===== src/rtl/wdt_pkg.sv =====
package wdt_pkg;

    typedef enum logic [1:0] {
        WD_IDLE    = 2'd0,
        WD_RUN     = 2'd1,
        WD_EXPIRED = 2'd2
    } wd_state_e;

    // An 8-bit count value of zero stands for the full 256 units.
    function automatic logic [8:0] wd_units(input logic [7:0] code);
        return (code == 8'd0) ? 9'd256 : {1'b0, code};
    endfunction

endpackage


===== src/rtl/wdt_unit_tick.sv =====
module wdt_unit_tick #(
    parameter int CLK_PER_SEC = 24_000_000,
    parameter int SEC_PER_MIN = 60
) (
    input  logic clk,
    input  logic rst_n,
    input  logic run,
    input  logic restart,
    input  logic unit_min,
    output logic unit_tick
);
    localparam int PRE_W = (CLK_PER_SEC > 1) ? $clog2(CLK_PER_SEC) : 1;
    localparam int SEC_W = (SEC_PER_MIN > 1) ? $clog2(SEC_PER_MIN) : 1;
    localparam logic [PRE_W-1:0] PRE_LAST = PRE_W'(CLK_PER_SEC - 1);
    localparam logic [SEC_W-1:0] SEC_LAST = SEC_W'(SEC_PER_MIN - 1);

    logic [PRE_W-1:0] pre_q;
    logic [SEC_W-1:0] sec_q;
    logic             sec_tick;
    logic             min_tick;

    assign sec_tick  = run && (pre_q == PRE_LAST);
    assign min_tick  = sec_tick && (sec_q == SEC_LAST);
    assign unit_tick = unit_min ? min_tick : sec_tick;

    always_ff @(posedge clk or negedge rst_n) begin
        if (!rst_n) begin
            pre_q <= '0;
            sec_q <= '0;
        end else if (!run || restart) begin
            pre_q <= '0;
            sec_q <= '0;
        end else begin
            pre_q <= sec_tick ? '0 : pre_q + 1'b1;
            if (sec_tick) begin
                sec_q <= min_tick ? '0 : sec_q + 1'b1;
            end
        end
    end

    // the second prescaler never passes its last count
    a_r2_prescale_range: assert property (@(posedge clk) disable iff (!rst_n)
        int'(pre_q) < CLK_PER_SEC);

    // the minute divider never passes its last count
    a_r3_minute_range: assert property (@(posedge clk) disable iff (!rst_n)
        int'(sec_q) < SEC_PER_MIN);

endmodule


===== src/rtl/wdt_rst_pulse.sv =====
module wdt_rst_pulse #(
    parameter int PULSE_W = 8
) (
    input  logic               clk,
    input  logic               rst_n,
    input  logic               start,
    input  logic [PULSE_W-1:0] len,
    output logic               pulse_n
);
    logic [PULSE_W-1:0] cnt_q;

    always_ff @(posedge clk or negedge rst_n) begin
        if (!rst_n) begin
            cnt_q <= '0;
        end else if (start) begin
            cnt_q <= (len == '0) ? PULSE_W'(1) : len;
        end else if (cnt_q != '0) begin
            cnt_q <= cnt_q - 1'b1;
        end
    end

    assign pulse_n = (cnt_q == '0);

    // once started, the pulse counter falls by one every cycle
    a_r6_pulse_countdown: assert property (@(posedge clk) disable iff (!rst_n)
        (!start && cnt_q != '0) |=> (cnt_q == PULSE_W'($past(cnt_q) - 1'b1)));

endmodule


===== src/rtl/dual_unit_watchdog.sv =====
module dual_unit_watchdog
    import wdt_pkg::*;
#(
    parameter int CLK_PER_SEC = 24_000_000,
    parameter int SEC_PER_MIN = 60,
    parameter int PULSE_W     = 8
) (
    input  logic               clk,
    input  logic               rst_n,
    input  logic               cfg_wr,
    input  logic               cfg_en,
    input  logic               cfg_unit_min,
    input  logic               cfg_rst_en,
    input  logic               cfg_wake_en,
    input  logic [PULSE_W-1:0] cfg_pulse_len,
    input  logic               cnt_wr,
    input  logic [7:0]         cnt_data,
    input  logic               sts_clr,
    input  logic               psave_en,
    output logic [8:0]         units_left,
    output logic               timeout_sts,
    output logic               sys_rst_n,
    output logic               wake_evt
);
    wd_state_e          state_q, state_d;
    logic [7:0]         count_q;
    logic [8:0]         units_q, units_d;
    logic               unit_min_q, rst_en_q, wake_en_q;
    logic [PULSE_W-1:0] pulse_len_q;
    logic               sts_q, wake_q;
    logic               en_next, reload, expire, unit_tick, running;
    logic [8:0]         load_units;

    assign running    = (state_q == WD_RUN);
    assign en_next    = cfg_wr ? cfg_en : (state_q != WD_IDLE);
    assign reload     = en_next && ((cfg_wr && cfg_en && !running) || cnt_wr);
    assign load_units = wd_units(cnt_wr ? cnt_data : count_q);

    wdt_unit_tick #(
        .CLK_PER_SEC(CLK_PER_SEC),
        .SEC_PER_MIN(SEC_PER_MIN)
    ) u_tick (
        .clk      (clk),
        .rst_n    (rst_n),
        .run      (running),
        .restart  (reload),
        .unit_min (unit_min_q),
        .unit_tick(unit_tick)
    );

    // Next state: disable beats reload, reload beats expiry.
    always_comb begin
        state_d = state_q;
        expire  = 1'b0;
        units_d = units_q;
        if (!en_next) begin
            state_d = WD_IDLE;
        end else if (reload) begin
            state_d = WD_RUN;
            units_d = load_units;
        end else begin
            unique case (state_q)
                WD_RUN: begin
                    if (unit_tick) begin
                        units_d = units_q - 9'd1;
                        if (units_q == 9'd1) begin
                            state_d = WD_EXPIRED;
                            expire  = 1'b1;
                        end
                    end
                end
                WD_IDLE, WD_EXPIRED: state_d = state_q;
                default:             state_d = WD_IDLE;
            endcase
        end
    end

    // State and register file
    always_ff @(posedge clk or negedge rst_n) begin
        if (!rst_n) begin
            state_q     <= WD_IDLE;
            units_q     <= '0;
            count_q     <= '0;
            unit_min_q  <= 1'b0;
            rst_en_q    <= 1'b0;
            wake_en_q   <= 1'b0;
            pulse_len_q <= '0;
        end else begin
            state_q <= state_d;
            units_q <= units_d;
            if (cnt_wr) begin
                count_q <= cnt_data;
            end
            if (cfg_wr) begin
                unit_min_q  <= cfg_unit_min;
                rst_en_q    <= cfg_rst_en;
                wake_en_q   <= cfg_wake_en;
                pulse_len_q <= cfg_pulse_len;
            end
        end
    end

    // Outputs
    always_ff @(posedge clk or negedge rst_n) begin
        if (!rst_n) begin
            sts_q  <= 1'b0;
            wake_q <= 1'b0;
        end else begin
            if (expire) begin
                sts_q <= 1'b1;
            end else if (sts_clr) begin
                sts_q <= 1'b0;
            end
            wake_q <= expire && wake_en_q && psave_en;
        end
    end

    wdt_rst_pulse #(
        .PULSE_W(PULSE_W)
    ) u_pulse (
        .clk    (clk),
        .rst_n  (rst_n),
        .start  (expire && rst_en_q),
        .len    (pulse_len_q),
        .pulse_n(sys_rst_n)
    );

    assign units_left  = units_q;
    assign timeout_sts = sts_q;
    assign wake_evt    = wake_q;

    // the flag only rises together with the counter reaching zero
    a_r5_flag_at_zero: assert property (@(posedge clk) disable iff (!rst_n)
        $rose(timeout_sts) |-> (units_left == 9'd0));

    // a reset pulse only begins when the reset function was enabled
    a_r6_pulse_enabled: assert property (@(posedge clk) disable iff (!rst_n)
        $fell(sys_rst_n) |-> $past(rst_en_q));

    // wake needs both enables and lasts a single cycle
    a_r7_wake_gated: assert property (@(posedge clk) disable iff (!rst_n)
        wake_evt |-> ($past(wake_en_q) && $past(psave_en)));
    a_r7_wake_single: assert property (@(posedge clk) disable iff (!rst_n)
        wake_evt |=> !wake_evt);

    // while disabled and not being enabled, the counter holds
    a_r8_hold_idle: assert property (@(posedge clk) disable iff (!rst_n)
        (state_q == WD_IDLE && !(cfg_wr && cfg_en)) |=> $stable(units_left));

endmodule


===== config.mk =====
export PLATFORM = sky130hd
export DESIGN_NAME = dual_unit_watchdog
export DESIGN_NICKNAME = d
export VERILOG_FILES = /design/src/rtl/wdt_pkg.sv /design/src/rtl/wdt_unit_tick.sv /design/src/rtl/wdt_rst_pulse.sv /design/src/rtl/dual_unit_watchdog.sv
export SDC_FILE = /design/constraint.sdc
export NUM_CORES = 1
export LEC_CHECK = 0
export BUFFER_PORTS_ARGS = -buffer_cell sky130_fd_sc_hd__buf_2
export CORE_MARGIN = 5
export CORE_UTILIZATION = 51
export DETAILED_ROUTE_END_ITERATION = 6
export PLACE_DENSITY = 0.74
export SLEW_MARGIN = 0
export SYNTH_ARGS = -nofsm -noshare
export SYNTH_HDL_FRONTEND = slang
export SYNTH_SLANG_ARGS = --single-unit
export TNS_END_PERCENT = 5

===== constraint.sdc =====
create_clock -name clk -period 6.35 [get_ports clk]
set_clock_uncertainty 0.2 [all_clocks]
set_input_delay 1.27 -clock clk [delete_from_list [all_inputs] [get_ports clk]]
set_output_delay 1.27 -clock clk [all_outputs]
set_load 0.01 [all_outputs]

; Yosys cells after proc, flatten, opt, wreduce, memory -nomap -nowiden
; Cells that the tools add are included.
; W data, S select, Z words.
[op_classes]
n_addsub = 4
eq_ne = 8
n_mux = 27
n_reduce_logical = 25
[op_table]
columns = operator, n
row1 = $mux W25, 2
row2 = $mux W9, 4
row3 = $mux W8, 4
row4 = $add A25 B1 Y25 const B, 1
row5 = $eq A25 B25 Y1 const B, 1
row6 = $logic_not A8 Y1, 3
row7 = $mux W6, 3
row8 = $reduce_bool A2 Y1, 6
row9 = $eq A9 B1 Y1 const B, 1
row10 = $mux W1, 9
row11 = $sub A9 B1 Y9 const B, 1
row12 = $logic_and A1 B1 Y1, 8
row13 = $mux W2, 4
row14 = $ne A4 B4 Y1 const B, 2
row15 = $reduce_bool A8 Y1, 1
row16 = $sub A8 B1 Y8 const B, 1
row17 = $add A6 B1 Y6 const B, 1
row18 = $eq A6 B6 Y1 const B, 1
row19 = $reduce_and A3 Y1, 2
row20 = $pmux W2 S2, 1
row21 = $ne A3 B2 Y1 const B, 1
row22 = $eq A2 B1 Y1 const B, 1
row23 = $eq A2 B2 Y1 const B, 1
row24 = $logic_not A2 Y1, 1
row25 = 3 further kinds, 4
[totals]
register_bits = 71
out_inout_bits = 12
elab_cells = 76

; Depth between registers and ports, before layout
; Gate-level depths: netlist (run 1).
[depth]
word_depth = 10
mapped_depth = 9
depth_no_buf = 7

; Hierarchy
; From an unflattened synthesis (run 1), not the netlist that was laid out.
[hier_totals]
cells_unflattened = 370
hier_area_um2 = 3916.3
[modules_own_cells]
columns = module, n_inst, cells_each, area_per_inst_um2
row1 = wdt_unit_tick, 1, 179, 1709.1
row2 = dual_unit_watchdog, 1, 137, 1687.9
row3 = wdt_rst_pulse, 1, 54, 519.2

; Least setup slack after synthesis (run 1)
; Ideal clock, no wire load.
[synth_timing]
kind = register to output
start = register u_pulse.cnt_q[4]
end = output port sys_rst_n
arrival_ps = 1665
required_time_ps = 4880
path_slack_ps = 3215
path_stages_with_launch = 5
n_path_buf = 1
path_cell_list = dfrtp_1 > or4_1 > or4b_1 > clkbuf_1 > inv_1
[synth_between]
elab_chain_cells = 1
[synth_lines]
columns = item, line
row1 = start: declaration, wdt_rst_pulse.sv:10  ; logic [PULSE_W-1:0] cnt_q;
row2 = start signal: assignment, wdt_rst_pulse.sv:16  ; cnt_q <= (len == '0) ? PULSE_W'(1) : len;
row3 = start signal: assignment, wdt_rst_pulse.sv:18  ; cnt_q <= cnt_q - 1'b1;
row4 = $logic_not A8 Y1, wdt_rst_pulse.sv:22  ; assign pulse_n = (cnt_q == '0);
row5 = end: declaration, dual_unit_watchdog.sv:22  ; output logic sys_rst_n,
; No other way between the ends.

; Final worst setup path (run 1)
; Same ends and word-level chain as after synthesis.

==> run_results.csv, run 1 <==
group,metric,value,unit
timing,worst_hold_slack,0.292,ns
synth,synth_area,3700,um^2
clock_network,worst_setup_hold_path_clk_slew,0.07,ns
power_and_ir_drop,comb_power_share,13.4,%
die,die_width,95.2,um
layout,diodes,0,
worst_hold_path,min-delay-path-class,"register to register",
timing,max_slew_margin,40.6,%
detailed_routing,vias_per_cell,5.34,
synth,syn-mean-instance-area,10.0,um^2
power_and_ir_drop,intPower,680,uW
critical_path,kind_of_end_point_of_the_critical_path,"output pin",
critical_path,critPathMaxFanout,6,
layout,multi_input_comb_area,1770,um^2
critical_path,timing_worst_setup_path_type,"register to output pin",
place,place.gp.congestion,0.801,
clock_network,cts_setup_buffers,0,
detailed_routing,detailedRoute.firstPassIterationCount,4,
synth,yosysWarnings,0,
clock_network,library_cell_used_as_clock_root_buffer,"clkbuf_8",
run,max_cap_violations,0,
layout,design.final.nets,435,
synth,synth_seq_cells,71,
synth,yosysSeqAreaShare,48.0,%
timing,unrepaired_setup_endpoints_after_global_routing,"false",
critical_path,cp-start-kind,"register",
clock_network,hold_buffers_post_cts,0,
synth,syn_inst,370,
die,initial_core_util,51.5,%
detailed_routing,post-route-drc-count,0,
critical_path,worstReg2RegEnd,"u_pulse.cnt_q[1]",
die,num_rows,31,
power_and_ir_drop,power_switching_share,27.8,%
grt,total_track_usage,17.2,%
power_and_ir_drop,power.sequential.fraction,53.8,%
timing,totalNegativeSetupSlack,0,ns
power_and_ir_drop,power.density_cell_area,229,nW/um^2
synth,yosys_most_used_dff,"dfrtp_1",
grt,grt_start_max_net_pins,72,
detailed_routing,route.detailed.wl_per_inst,14.0,um
clock_network,cts_buffers,9,
detailed_routing,finalWirelength,7100,um
layout,final_layout_size_suffix_gt1_share,20.9,%
clock_network,ctsLongestPathBuffers,2,
timing,setup_violators_final,0,
layout,area_taken_by_flip_flops_and_latches,1780,um^2
layout,layout-area-overhead-vs-synth,11.0,%
critical_path,crit_reg_reg_startpoint,"u_tick.pre_q[16]",
synth,async_flop_share,100,%
synth,synth_enable_flop_cells,0,
die,die-area,9060,um^2
synth,synth_fp_nets,402,
clock_network,cts_resized,0,
power_and_ir_drop,clock_power_share,32.7,%
place,io_buffers,37,
power_and_ir_drop,irDropWorstVdd,0.000110,V
timing,count_of_endpoints_failing_hold_in_the_final_timing_report,0,
timing,top_achievable_clock_speed,0.272,GHz
critical_path,crit_arrival,2.21,ns
grt,grt_antenna_before_repair,0,
outcome,result_of_the_run,"finished, final reports clean",
power_and_ir_drop,netSwitchingPower,261,uW
place,place.detailed.hpwl,5050,um
die,io_pins,38,
clock_network,cts_tree,"done",
die,floorplan.core_area,7180,um^2
critical_path,critPathLaunch,"u_pulse.cnt_q[4]",
layout,nFillCells,625,
worst_hold_path,min_from,"u_tick.pre_q[0]",
critical_path,cells_on_worst_reg2reg_path,5,
timing,maxSlewViolCount,0,
synth,yosys.cell_types.count,48,
grt,grt_pass1_wl,12200,um
power_and_ir_drop,cellLeakagePower,1.74,nW
worst_hold_path,sink_of_the_worst_hold_path,"u_tick.pre_q[0]",
grt,vias_in_the_first_global_route,2645,
worst_hold_path,holdPathStages,1,
timing,layout_min_cycle_time,3.68,ns
critical_path,reg2reg_setup_slack,3.18,ns
timing,period_share,57.9,%
die,dieHeight,95.2,um
grt,overflow,0,
timing,tightestPinTransition,0.890,ns
clock_network,numClockSinks,71,
critical_path,required,4.88,ns
detailed_routing,detail_route.iter0.violations,103,
detailed_routing,vias,2700,
clock_network,htreeDepth,3,
detailed_routing,route.antenna.remaining_nets,0,
clock_network,worstSkewPairLatency,0.34,ns
## how the worst max path moves through the flow
stage,to,slack (ns),cells after the start
detailed placement,u_tick.pre_q[19],2.74,6
global placement,u_tick.pre_q[13],2.80,6
floorplan,sys_rst_n,3.22,4
global route,sys_rst_n,2.58,4
CTS,sys_rst_n,2.66,4
finish,sys_rst_n,2.67,4
## critical path, cell delays in order, from the launching register on
cell,delay (ns)
dfrtp_1,0.42
or4_1,0.53
or4b_1,0.61
inv_1,0.17
buf_2,0.15
## area by class of cell
type	count	area share, %
multi-input cells	263	43.2
well taps	99	3.02
clock buffers	11	3.44
clock inverters	4	0.548
repair buffers	38	4.69
inverters	20	1.83
flip-flops and latches	71	43.3
## cell usage in the layout (no fill, tap or decap), types with 11 or more instances in the layout
cell type	count
nand2_1	27
inv_1	20
nand4_1	15
xor2_1	16
dfrtp_1	71
mux2_2	19
xnor2_1	20
nand3_1	14
buf_2	37
a21oi_1	11
nor2_1	45
## metrics by stage
stage          util [%]  setup slack, ns  instances  total power, mW  cell area, um^2
6_report           57.2             2.67        506            0.941             4110
5_1_grt            57.2             2.58        506            0.991             4110
4_1_cts            57.2             2.66        506            0.952             4110
3_5_place_dp       54.9             2.74        491            0.643             3940
3_3_place_gp       54.9             2.80        491            0.639             3940
2_1_floorplan         -             3.22        370            0.593             3700
## cell usage after synthesis, types with 3 or more instances
library cell,n,area (um^2)
buf_1,3,11.3
or3_1,6,37.5
and2_1,5,31.3
nand3_1,14,70.1
mux2_2,19,214
nand2b_1,5,31.3
inv_1,20,75.1
mux2i_1,8,80.1
and3_1,3,18.8
nor4_1,8,50.1
a21oi_1,11,55.1
xnor2_1,20,175
nor2_1,45,169
nand4_1,15,93.8
o21ai_1,5,25.0
nand2_1,27,101
clkbuf_1,7,26.3
o21ai_0,7,35.0
nor3_1,9,45.0
nor4_2,7,87.6
xor2_1,16,140
dfrtp_1,71,1780
buf_2,4,20.0
ha_1,6,75.1
## registers in the layout (all words and copies together), names as in the netlist, 2 cells and up
| register | flops |
|---|---|
| u_tick.pre_q | 25 |
| units_left | 9 |
| u_pulse.cnt_q | 8 |
| pulse_len_q | 8 |
| state_q | 2 |
| u_tick.sec_q | 6 |
| count_q | 8 |
## cell families after synthesis
| family | Yosys count | share of synthesized area, % |
|---|---|---|
| xor gates and xnor gates | 36 | 8.52 |
| and+or+nand+nor | 161 | 24.1 |
| DFF | 71 | 48.0 |
| AOI/OAI and AO/OA | 33 | 5.41 |
| adders and majority gates | 6 | 2.03 |
| muxes | 27 | 7.95 |
| buffers and inverters | 36 | 3.99 |
## routing by layer
layer | global-route usage, % | vias up | share of wire, %
met1 | 22.9 | 1305 | 47
met5 | 0 | - | 0
met2 | 27.4 | 42 | 48
met4 | 7.45 | 0 | 1.2
li1 | - | 1345 | -
met3 | 3.24 | 8 | 4.2
## power by group through the flow
stage | combinational (mW) | clock, mW | sequential [mW]
floorplan | 0.0777 | 0 | 0.515
global placement | 0.125 | 0 | 0.514
detailed placement | 0.128 | 0 | 0.515
CTS | 0.128 | 0.317 | 0.506
global route | 0.143 | 0.337 | 0.511
finish | 0.126 | 0.308 | 0.507
Note: power is estimated with default switching activity, not from simulation.
==> inputs of run 2 (changes only) <==
- PLACE_DENSITY: 0.74 -> 0.76
- clock period: 6.35 -> 3 ns (I/O delays scaled with it)
==> run 2 against run 1 <==
Effect of this change:
- first-iteration DRC count is 53% higher
- combinational power is 120% higher
- register-to-register slack worse by 2.9 ns
- die area stayed put
- wire length is 5.1% higher
- power is 130% higher
- sequential share of layout area is 1.2 points lower
- clock power grew to 2.8 times the previous value
- final area is 2.9% higher
- critical path type unchanged
- cell count is 1.4% higher
- sequential cell count stayed put
- sequential power is 110% higher
- largest cell class is now multi-input combinational cells
==> run_results.csv, run 2 (synthesized netlist as in run 1, its figures left out) <==
group,metric,value,unit
place,place.detailed.hpwl,5210,um
die,die-area,9060,um^2
die,die_width,95.2,um
critical_path,slowest_delay,0.55,ns
grt,grt_pass1_wl,12500,um
timing,max_slew_margin,46.9,%
timing,period_share,96.2,%
outcome,result_of_the_run,"finished, final reports clean",
clock_network,library_cell_used_as_clock_root_buffer,"clkbuf_8",
critical_path,worstPathCellList,"or4_1 > or4b_4 > inv_2 > buf_2",
timing,unrepaired_setup_endpoints_after_global_routing,"false",
layout,layout-area-overhead-vs-synth,14.3,%
die,initial_core_util,51.5,%
layout,diodes,0,
worst_hold_path,min-delay-path-class,"input port to async pin",
clock_network,worstSkewPairLatency,0.35,ns
layout,stdcell_area,4230,um^2
critical_path,kind_of_end_point_of_the_critical_path,"output pin",
layout,mostFrequentLayoutCells,"dfrtp_1 (71), nor2_1 (45), buf_2 (37)",
clock_network,numClockSinks,71,
detailed_routing,vias,2810,
layout,design.final.nets,441,
clock_network,cts_buffers,9,
detailed_routing,detail_route.iter0.violations,158,
power_and_ir_drop,cellLeakagePower,1.80,nW
critical_path,crit_arrival,2.09,ns
place,post-place-ws,0.357,ns
detailed_routing,post-route-drc-count,0,
critical_path,critical-path-top-delay-family,"simple AND/OR/NAND/NOR gates",
place,io_buffers,37,
die,floorplan.core_area,7180,um^2
grt,vias_in_the_first_global_route,2776,
detailed_routing,route.detailed.wl_per_inst,14.5,um
detailed_routing,route.antenna.remaining_nets,0,
detailed_routing,wirelength_met1,3310,um
timing,layout_min_cycle_time,2.89,ns
critical_path,worst-path-buf-inv,2,
layout,largest_register_ff_count,25,
clock_network,worst_setup_hold_path_clk_slew,0.08,ns
clock_network,cts_tree,"done",
critical_path,crit_reg_reg_startpoint,"u_tick.pre_q[0]",
clock_network,cts_setup_buffers,0,
timing,count_of_endpoints_failing_hold_in_the_final_timing_report,0,
detailed_routing,detailedRoute.firstPassIterationCount,4,
critical_path,required,2.20,ns
grt,total_track_usage,17.6,%
critical_path,critical_path.slowest_cell,"or4b_4",
place,place.gp.congestion,0.848,
detailed_routing,top_layer,"met4",
critical_path,cp-start-kind,"register",
grt,grt_antenna_before_repair,0,
detailed_routing,vias_per_cell,5.48,
detailed_routing,met2WireLength,3710,um
die,dieHeight,95.2,um
critical_path,timing_worst_setup_path_type,"register to output pin",
power_and_ir_drop,irDropWorstVdd,0.000294,V
timing,maxSlewViolCount,0,
detailed_routing,finalWirelength,7460,um
place,place_area,4000,um^2
die,io_pins,38,
critical_path,critPathMaxFanout,6,
timing,totalNegativeSetupSlack,0,ns
clock_network,ctsLongestPathBuffers,2,
timing,slack_of_the_critical_path,0.114,ns
timing,tightestPinTransition,0.790,ns
critical_path,critPathLaunch,"u_pulse.cnt_q[4]",
grt,overflow,0,
run,max_cap_violations,0,
timing,top_achievable_clock_speed,0.347,GHz
layout,fin_util,58.9,%
layout,final_layout_size_suffix_gt1_share,22.7,%
layout,top_register,"u_tick.pre_q",
timing,setup_violators_final,0,
clock_network,htreeDepth,3,
grt,grt_start_max_net_pins,72,
die,num_rows,31,
detailed_routing,met3_wire_len,311,um
layout,commonest_non_fill_non_tap_cell_in_the_layout,"dfrtp_1",
power_and_ir_drop,power.density_cell_area,519,nW/um^2
-- run 2: worst register-to-register path: stages, from the launching register on --
cell and delay (ns):
dfrtp_1 0.39, ha_1 0.23, nand3_1 0.14, or2_2 0.38, nor4b_2 0.34, and3_1 0.49, mux2_2 0.39
-- run 2: layer usage --
metal,vias to the layer above,track usage (%)
met5,-,0
li1,1363,-
met2,59,30.0
met4,0,7.21
met3,12,3.08
met1,1376,22.1
-- run 2: repair_timing --
item	4_1_cts	5_1_grt
setup endpoints to repair	0	1
gates resized for setup	0	2
hold buffers	0	0
-- run 2: area by class of cell --
cell class                      count  area (um^2)
Fill cell                         626         2950
Multi-Input combinational cell    263         1780
Sequential cell                    71         1780
Timing Repair Buffer               44          250
Clock buffer                       11          141
Tap cell                           99          124
Clock inverter                      5         81.3
Inverter                           20         75.1
-- run 2: report_power, final --
group	leakage [nW]	internal, mW	switching, mW	total [mW]
sequential	0.933	1.01	0.0589	1.07
clock	0.110	0.491	0.356	0.847
combinational	0.760	0.119	0.156	0.276
total	1.80	1.62	0.571	2.20
-- run 2: per-stage QoR --
stage	hold WS [ns]	power [mW]	cells
after global placement	0.267	1.36	497
after detailed placement	0.281	1.37	497
after CTS	0.0757	2.22	513
after floorplan	0.104	1.26	370
after global routing	0.0987	2.30	513
final	0.0586	2.20	513
-- run 2: path summary, 6_finish.rpt --
check / end / slack, ns / cells past startpoint
worst max-delay path: sys_rst_n / 0.11 / 4
worst min-delay path: u_tick.pre_q[18] / 0.06 / 2
worst max register to register: u_pulse.cnt_q[2] / 0.32 / 6
worst min register to register: u_tick.pre_q[0] / 0.29 / 1
max in group asynchronous: units_left[4] / 2.23 / 2
min in group clk: timeout_sts / 0.25 / 2
